File: src/rtl/lsa_pkg.sv
package lsa_pkg;

  typedef enum logic [1:0] {
    ST_IDLE = 2'd0,
    ST_RUN  = 2'd1,
    ST_ADC  = 2'd2,
    ST_GAP  = 2'd3
  } seq_state_e;

endpackage

File: src/rtl/lsa_phase.sv
module lsa_phase #(
  parameter int DIV_W = 8
) (
  input  logic             clk,
  input  logic             rst_n,
  input  logic             en,
  input  logic [DIV_W-1:0] half,
  output logic             pclk,
  output logic             ev_rise,
  output logic             ev_mid,
  output logic             ev_wrap
);

  localparam int PH_W = DIV_W + 1;

  logic [PH_W-1:0] ph_q, ph_d;
  logic [PH_W-1:0] half_x, last_x, mid_x;
  logic            pclk_q, pclk_d;

  assign half_x = {1'b0, half};
  assign last_x = (half_x << 1) - PH_W'(1);
  assign mid_x  = {2'b00, half[DIV_W-1:1]};

  // events are seen one cycle before the phase value they announce
  assign ev_wrap = en && (ph_q == last_x);
  assign ev_rise = en && (ph_q == half_x - PH_W'(1));
  assign ev_mid  = en && (ph_q == mid_x - PH_W'(1));

  always_comb begin
    ph_d = ph_q;
    if (en) begin
      ph_d = ev_wrap ? '0 : ph_q + PH_W'(1);
    end
    pclk_d = (ph_d >= half_x);
  end

  always_ff @(posedge clk or negedge rst_n) begin
    if (!rst_n) begin
      ph_q   <= '0;
      pclk_q <= 1'b0;
    end else begin
      ph_q   <= ph_d;
      pclk_q <= pclk_d;
    end
  end

  assign pclk = pclk_q;


  stall_low_chk: assert property (@(posedge clk) disable iff (!rst_n)
    !en |=> !pclk_q);


  ph_range_chk: assert property (@(posedge clk) disable iff (!rst_n)
    en |-> (ph_q <= last_x));

endmodule

File: src/rtl/lsa_gap.sv
module lsa_gap #(
  parameter int GAP_W = 12
) (
  input  logic             clk,
  input  logic             rst_n,
  input  logic             load,
  input  logic             dec,
  input  logic [GAP_W-1:0] gap,
  input  logic [GAP_W-1:0] integ,
  output logic             zero
);

  localparam int CW = GAP_W + 1;

  logic [CW-1:0] cnt_q, cnt_d;
  logic          cnt_en;

  assign zero   = (cnt_q == '0);
  assign cnt_en = load || (dec && !zero);

  always_comb begin
    cnt_d = cnt_q;
    if (load) begin
      cnt_d = {1'b0, gap} + {1'b0, integ};
    end else if (dec && !zero) begin
      cnt_d = cnt_q - CW'(1);
    end
  end

  always_ff @(posedge clk or negedge rst_n) begin
    if (!rst_n) begin
      cnt_q <= '0;
    end else if (cnt_en) begin
      cnt_q <= cnt_d;
    end
  end

endmodule

File: src/rtl/lsa_seq.sv
module lsa_seq
  import lsa_pkg::*;
#(
  parameter int NPIX   = 128,
  parameter int DATA_W = 12,
  parameter int IDX_W  = 7,
  parameter int CNT_W  = 8
) (
  input  logic              clk,
  input  logic              rst_n,
  input  logic              start,
  input  logic              cont,
  input  logic              ev_rise,
  input  logic              ev_mid,
  input  logic              ev_wrap,
  input  logic              gap_zero,
  input  logic              adc_done,
  input  logic [DATA_W-1:0] adc_data,
  output logic              run_en,
  output logic              gap_load,
  output logic              gap_dec,
  output logic              si,
  output logic              adc_start,
  output logic              pix_valid,
  output logic [IDX_W-1:0]  pix_idx,
  output logic [DATA_W-1:0] pix_data,
  output logic              done,
  output logic              busy
);

  localparam logic [CNT_W-1:0] LAST_EDGE = CNT_W'(NPIX + 1);
  localparam logic [CNT_W-1:0] LAST_PIX  = CNT_W'(NPIX);

  seq_state_e        state_q, state_d;
  logic [CNT_W-1:0]  edge_q, edge_d;
  logic              si_q, si_d;
  logic              adcs_q, adcs_d;
  logic              pv_q, pv_d;
  logic [IDX_W-1:0]  idx_q, idx_d;
  logic [DATA_W-1:0] data_q, data_d;
  logic              done_q, done_d;
  logic              beat_en;

  always_comb begin
    state_d  = state_q;
    edge_d   = edge_q;
    si_d     = si_q;
    adcs_d   = 1'b0;
    pv_d     = 1'b0;
    idx_d    = idx_q;
    data_d   = data_q;
    done_d   = 1'b0;
    gap_load = 1'b0;
    unique case (state_q)
      ST_IDLE: begin
        if (start) begin
          state_d = ST_RUN;
          edge_d  = '0;
        end
      end
      ST_RUN: begin
        if (ev_rise) edge_d = edge_q + CNT_W'(1);
        if (ev_mid)  si_d   = (edge_q == '0);
        if (ev_wrap) begin
          if (edge_q == LAST_EDGE) begin
            state_d  = ST_GAP;
            done_d   = 1'b1;
            gap_load = 1'b1;
          end else begin
            state_d = ST_ADC;
            adcs_d  = 1'b1;
          end
        end
      end
      ST_ADC: begin
        if (adc_done) begin
          state_d = ST_RUN;
          pv_d    = 1'b1;
          idx_d   = IDX_W'(edge_q - CNT_W'(1));
          data_d  = adc_data;
        end
      end
      ST_GAP: begin
        if (gap_zero) begin
          if (cont) begin
            state_d = ST_RUN;
            edge_d  = '0;
          end else begin
            state_d = ST_IDLE;
          end
        end
      end
      default: state_d = ST_IDLE;
    endcase
  end

  assign beat_en = (state_q == ST_ADC) && adc_done;

  always_ff @(posedge clk or negedge rst_n) begin
    if (!rst_n) begin
      state_q <= ST_IDLE;
      edge_q  <= '0;
      si_q    <= 1'b0;
      adcs_q  <= 1'b0;
      pv_q    <= 1'b0;
      done_q  <= 1'b0;
    end else begin
      state_q <= state_d;
      edge_q  <= edge_d;
      si_q    <= si_d;
      adcs_q  <= adcs_d;
      pv_q    <= pv_d;
      done_q  <= done_d;
    end
  end

  always_ff @(posedge clk or negedge rst_n) begin
    if (!rst_n) begin
      idx_q  <= '0;
      data_q <= '0;
    end else if (beat_en) begin
      idx_q  <= idx_d;
      data_q <= data_d;
    end
  end

  assign run_en    = (state_q == ST_RUN);
  assign gap_dec   = (state_q == ST_GAP);
  assign si        = si_q;
  assign adc_start = adcs_q;
  assign pix_valid = pv_q;
  assign pix_idx   = idx_q;
  assign pix_data  = data_q;
  assign done      = done_q;
  assign busy      = (state_q != ST_IDLE);


  si_single_edge_chk: assert property (@(posedge clk) disable iff (!rst_n)
    (ev_rise && si_q) |-> (edge_q == '0));


  adc_window_chk: assert property (@(posedge clk) disable iff (!rst_n)
    adcs_q |-> ((edge_q >= CNT_W'(1)) && (edge_q <= LAST_PIX)));


  done_edge_chk: assert property (@(posedge clk) disable iff (!rst_n)
    done_q |-> (edge_q == LAST_EDGE) && (state_q == ST_GAP));


  beat_source_chk: assert property (@(posedge clk) disable iff (!rst_n)
    pv_q |-> (state_q == ST_RUN) && !adcs_q);

endmodule

File: src/rtl/lsa_readout.sv
module lsa_readout #(
  parameter int NPIX   = 128,
  parameter int DIV_W  = 8,
  parameter int GAP_W  = 12,
  parameter int DATA_W = 12
) (
  input  logic              clk,
  input  logic              rst_n,
  input  logic [DIV_W-1:0]  cfg_half,
  input  logic [GAP_W-1:0]  cfg_gap,
  input  logic [GAP_W-1:0]  cfg_integ,
  input  logic              cfg_cont,
  input  logic              start,
  output logic              busy,
  output logic              done,
  output logic              sen_clk,
  output logic              sen_si,
  output logic              adc_start,
  input  logic              adc_done,
  input  logic [DATA_W-1:0] adc_data,
  output logic              pix_valid,
  output logic [$clog2(NPIX)-1:0] pix_idx,
  output logic [DATA_W-1:0] pix_data
);

  localparam int IDX_W = $clog2(NPIX);
  localparam int CNT_W = $clog2(NPIX + 2);

  logic [1:0] rst_sync_q;
  logic       rst_ni;
  logic       run_en, ev_rise, ev_mid, ev_wrap;
  logic       gap_load, gap_dec, gap_zero;

  always_ff @(posedge clk or negedge rst_n) begin
    if (!rst_n) begin
      rst_sync_q <= 2'b00;
    end else begin
      rst_sync_q <= {rst_sync_q[0], 1'b1};
    end
  end
  assign rst_ni = rst_sync_q[1];

  lsa_phase #(.DIV_W(DIV_W)) u_phase (
    .clk     (clk),
    .rst_n   (rst_ni),
    .en      (run_en),
    .half    (cfg_half),
    .pclk    (sen_clk),
    .ev_rise (ev_rise),
    .ev_mid  (ev_mid),
    .ev_wrap (ev_wrap)
  );

  lsa_gap #(.GAP_W(GAP_W)) u_gap (
    .clk   (clk),
    .rst_n (rst_ni),
    .load  (gap_load),
    .dec   (gap_dec),
    .gap   (cfg_gap),
    .integ (cfg_integ),
    .zero  (gap_zero)
  );

  lsa_seq #(
    .NPIX   (NPIX),
    .DATA_W (DATA_W),
    .IDX_W  (IDX_W),
    .CNT_W  (CNT_W)
  ) u_seq (
    .clk       (clk),
    .rst_n     (rst_ni),
    .start     (start),
    .cont      (cfg_cont),
    .ev_rise   (ev_rise),
    .ev_mid    (ev_mid),
    .ev_wrap   (ev_wrap),
    .gap_zero  (gap_zero),
    .adc_done  (adc_done),
    .adc_data  (adc_data),
    .run_en    (run_en),
    .gap_load  (gap_load),
    .gap_dec   (gap_dec),
    .si        (sen_si),
    .adc_start (adc_start),
    .pix_valid (pix_valid),
    .pix_idx   (pix_idx),
    .pix_data  (pix_data),
    .done      (done),
    .busy      (busy)
  );


  si_quiet_high_chk: assert property (@(posedge clk) disable iff (!rst_ni)
    sen_clk |-> $stable(sen_si));


  no_sample_high_chk: assert property (@(posedge clk) disable iff (!rst_ni)
    adc_start |-> !sen_clk);

endmodule

File: config.mk
export PLATFORM = sky130hd
export DESIGN_NAME = lsa_readout
export DESIGN_NICKNAME = d
export VERILOG_FILES = /design/src/rtl/lsa_pkg.sv /design/src/rtl/lsa_phase.sv /design/src/rtl/lsa_gap.sv /design/src/rtl/lsa_seq.sv /design/src/rtl/lsa_readout.sv
export SDC_FILE = /design/constraint.sdc
export NUM_CORES = 1
export LEC_CHECK = 0
export BUFFER_PORTS_ARGS = -buffer_cell sky130_fd_sc_hd__buf_2
export CAP_MARGIN = 10
export CORE_MARGIN = 2
export CORE_UTILIZATION = 35
export DETAILED_ROUTE_END_ITERATION = 16
export SYNTH_ARGS = -nofsm -noshare
export SYNTH_HDL_FRONTEND = slang
export SYNTH_SLANG_ARGS = --single-unit
export TNS_END_PERCENT = 30
File: constraint.sdc
create_clock -name clk -period 1.8 [get_ports clk]
set_clock_uncertainty 0.1 [all_clocks]
set_input_delay 0.09 -clock clk [delete_from_list [all_inputs] [get_ports clk]]
set_output_delay 0.09 -clock clk [all_outputs]
set_load 0.02 [all_outputs]
==> impl_metrics.tcl <==
set metrics [dict create \
    syn_area_sq_mm 0.004238 \
    min_to "u_gap.cnt_q[0]" \
    die_h_um 114.0 \
    required_ps 1910 \
    final_common_cell "buf_4" \
    syn_area_per_cell_sq_um 9.502 \
    cts_made_buffers 9 \
    grt_max_degree 25 \
    viasPerCell 4.915 \
    finalHoldViolCount 0 \
    syn-num-nets 528 \
    drt_iter0_drc 199 \
    placedCellCount 758 \
    multi_input_area_sq_mm 0.002836 \
    rrSetupSlack_ps -1460 \
    critical_path_class "flip-flop to flip-flop" \
    setup_viol 35 \
    worstSkewPairLatency_ps 330 \
    critPathMaxFanout 4 \
    synth-edff-count 0 \
    reg2reg_to "u_phase.pclk" \
    drtPass1Iterations 4 \
    status "finished, violations left" \
    start_util_pct 35.58 \
    peakVddDrop_v 0.0005527 \
    rows 40 \
    final_cell_mix "111 x buf_4, 73 x buf_2, 56 x dfrtp_1, 39 x xnor2_1, 29 x nand2_1" \
    grt_antenna_before_repair 0 \
    hp-start "cfg_integ[0]" \
    netlist.area_leader.share_pct 34.25 \
    yosysSeqAreaShare_pct 34.25 \
    finalSetupTns_ps -23340 \
    rr_startpoint "u_phase.ph_q[8]" \
    num_vias 3912 \
    syn_inst 446 \
    root_buffer "clkbuf_16" \
    core_area_sq_mm 0.01191 \
    fin_area_sq_mm 0.006387 \
    synthFlopType "dfrtp_1" \
    grt_first_pass_wirelength_um 18310 \
    final_cell_count_no_fill 796 \
    drive_gt1_share_pct 42.37 \
    period_minus_slack_ps 3263 \
    cp.arrival_ps 3380 \
    grt_usage_pct 17.47 \
    synth_area_leaders "dfrtp_1 34%, ha_1 9.4%, xnor2_1 8.3%" \
    start_kind "flip-flop" \
    drt-total-wl_um 10860 \
    h-tree-depth 3 \
    io_pins 74 \
    report.power.total_mw 6.360 \
    async_flop_share_pct 100.0 \
    tightest_slew_ps 520.3 \
    io_buffers 73 \
    n_antenna_cell 0 \
    yosysTopAreaCell "dfrtp_1" \
    ys_types 61 \
    die_x_um 114.0 \
    rsz0062_at_grt "yes" \
    placed_area_sq_mm 0.005625 \
    wl_per_cell_um 13.64 \
    overflow 0 \
    drcViolationCount 0 \
    clockBufferDepth 2 \
    grt_pass1_vias 4057 \
    regArea_sq_mm 0.001454 \
    final_antenna_net_count 0 \
    violations "negative setup slack" \
    max_slew_margin_pct 65.32 \
    cp-end-kind "flip-flop" \
    hpwlAfterDp_um 8288 \
    powerDensity_mw_per_mm2 995.7 \
    fillers 1068 \
    fmax_mhz 306.5 \
    synth-seq-cells 58 \
    drv_slew 0 \
    yosys_warnings 0 \
    hold-path-cell-count 3 \
    final.setup.worst_slack_ps -1463 \
    cts.sinks 58 \
    r2r_cells 14 \
    max_cap_viol_count 0 \
    gp_congestion 0.8608 \
    path_clk_slew_ps 50 \
    area_delta_synth_final_pct 50.72 \
    cts_tree "built" \
    period_share_pct 181.3 \
    worstSetupStartpoint "u_phase.ph_q[8]" \
    hp-class "input port to flip-flop" \
    fin_nets 726 \
    power_leakage_nw 3.137 \
    die_area_sq_mm 0.01300 \
]
==> flip-flops by register name, indices dropped and copies added (netlist names) <==
register	cells
u_seq.done	1
u_phase.pclk	1
u_seq.edge_q	8
u_seq.si	1
u_gap.cnt_q	13
u_seq.pix_valid	1
u_seq.state_q	2
u_phase.ph_q	9
rst_sync_q	2
u_seq.pix_idx	7
u_seq.pix_data	12
u_seq.adc_start	1
==> metrics by stage <==
stage	setup WS [ps]	util, %	hold slack [ps]
3_5_place_dp	-1554	47.23	-219.8
5_1_grt	-1658	53.62	48.45
4_1_cts	-1469	52.75	27.06
3_3_place_gp	-1525	47.23	-222.3
2_1_floorplan	-1595	-	-305.6
6_report	-1463	53.62	28.96
==> worst max-delay path, cell delays in order (launching register included) <==
cell,delay [ps]
dfrtp_2,440
xnor2_4,160
xnor2_1,120
or3_4,390
a2111oi_4,370
buf_6,160
o21ai_0,70
nand2_1,80
o31ai_2,80
ha_1,270
a21o_1,190
a211oi_2,170
o21bai_1,120
a21o_1,170
a211o_1,250
==> Yosys cell counts, types with 8 or more instances <==
| library cell | count |
|---|---|
| clkbuf_1 | 16 |
| xor2_1 | 20 |
| a21oi_1 | 11 |
| xnor2_1 | 40 |
| nand2_1 | 35 |
| nand3_1 | 8 |
| nor3_1 | 8 |
| dfrtp_1 | 58 |
| o21ai_0 | 24 |
| nor2_1 | 25 |
| ha_1 | 32 |
| nand4_1 | 9 |
| inv_1 | 29 |
| or3_1 | 8 |
| mux2_2 | 15 |
| nand2b_1 | 13 |
==> routing by layer <==
metal / vias up / routed length (um) / track usage [%]
met3: 18 / 246 / 2.338
met5: - / 0 / 0
met1: 1858 / 4783 / 21.30
met4: 0 / 227 / 6.992
met2: 69 / 5604 / 31.11
li1: 1967 / - / -
==> cell families (layout without fill, tap and decap cells) <==
kind of cell / after synthesis / after routing / synth area share [%]
AND/OR/NAND/NOR: 134 / 134 / 16.98
AO/OA/AOI/OAI: 84 / 84 / 14.29
XOR/XNOR: 63 / 63 / 13.99
flip-flops: 58 / 58 / 34.25
buffers and inverters: 52 / 255 / 5.078
adder cells (fa/ha/maj): 33 / 33 / 9.920
multiplexers: 21 / 21 / 5.403
other: 1 / 1 / 0.08849
==> worst max-delay path by stage <==
stage              endpoint  slack [ps]  cells past startpoint
6_report       u_phase.pclk       -1460                     14
5_1_grt        u_phase.pclk       -1660                     13
4_1_cts        u_phase.pclk       -1470                     13
3_5_place_dp   u_phase.pclk       -1550                     14
3_3_place_gp   u_phase.pclk       -1520                     14
2_1_floorplan  u_phase.pclk       -1590                     14
==> power by group <==
group	switching, mW	internal, mW
registers	0.158	1.55
logic	1.43	1.34
clock network	0.595	1.29
total	2.18	4.18
==> timing repair <==
item                                   in CTS  in global routing
hold buffers                               14                  0
resized for setup                          33                 17
endpoints found under the hold margin      14                  0
buffers inserted                            5                  4
setup endpoints to repair                  35                 53
pin swaps                                  10                  4
==> cell type report <==
cell class                      instances  area share [%]
Tap cell                              147           2.880
Clock buffer                           12           4.016
Inverter                               29           1.704
Sequential cell                        58           22.76
Timing Repair Buffer                  210           23.08
Clock inverter                          4           1.156
Multi-Input combinational cell        336           44.41
(Power assumes the default switching activity.)
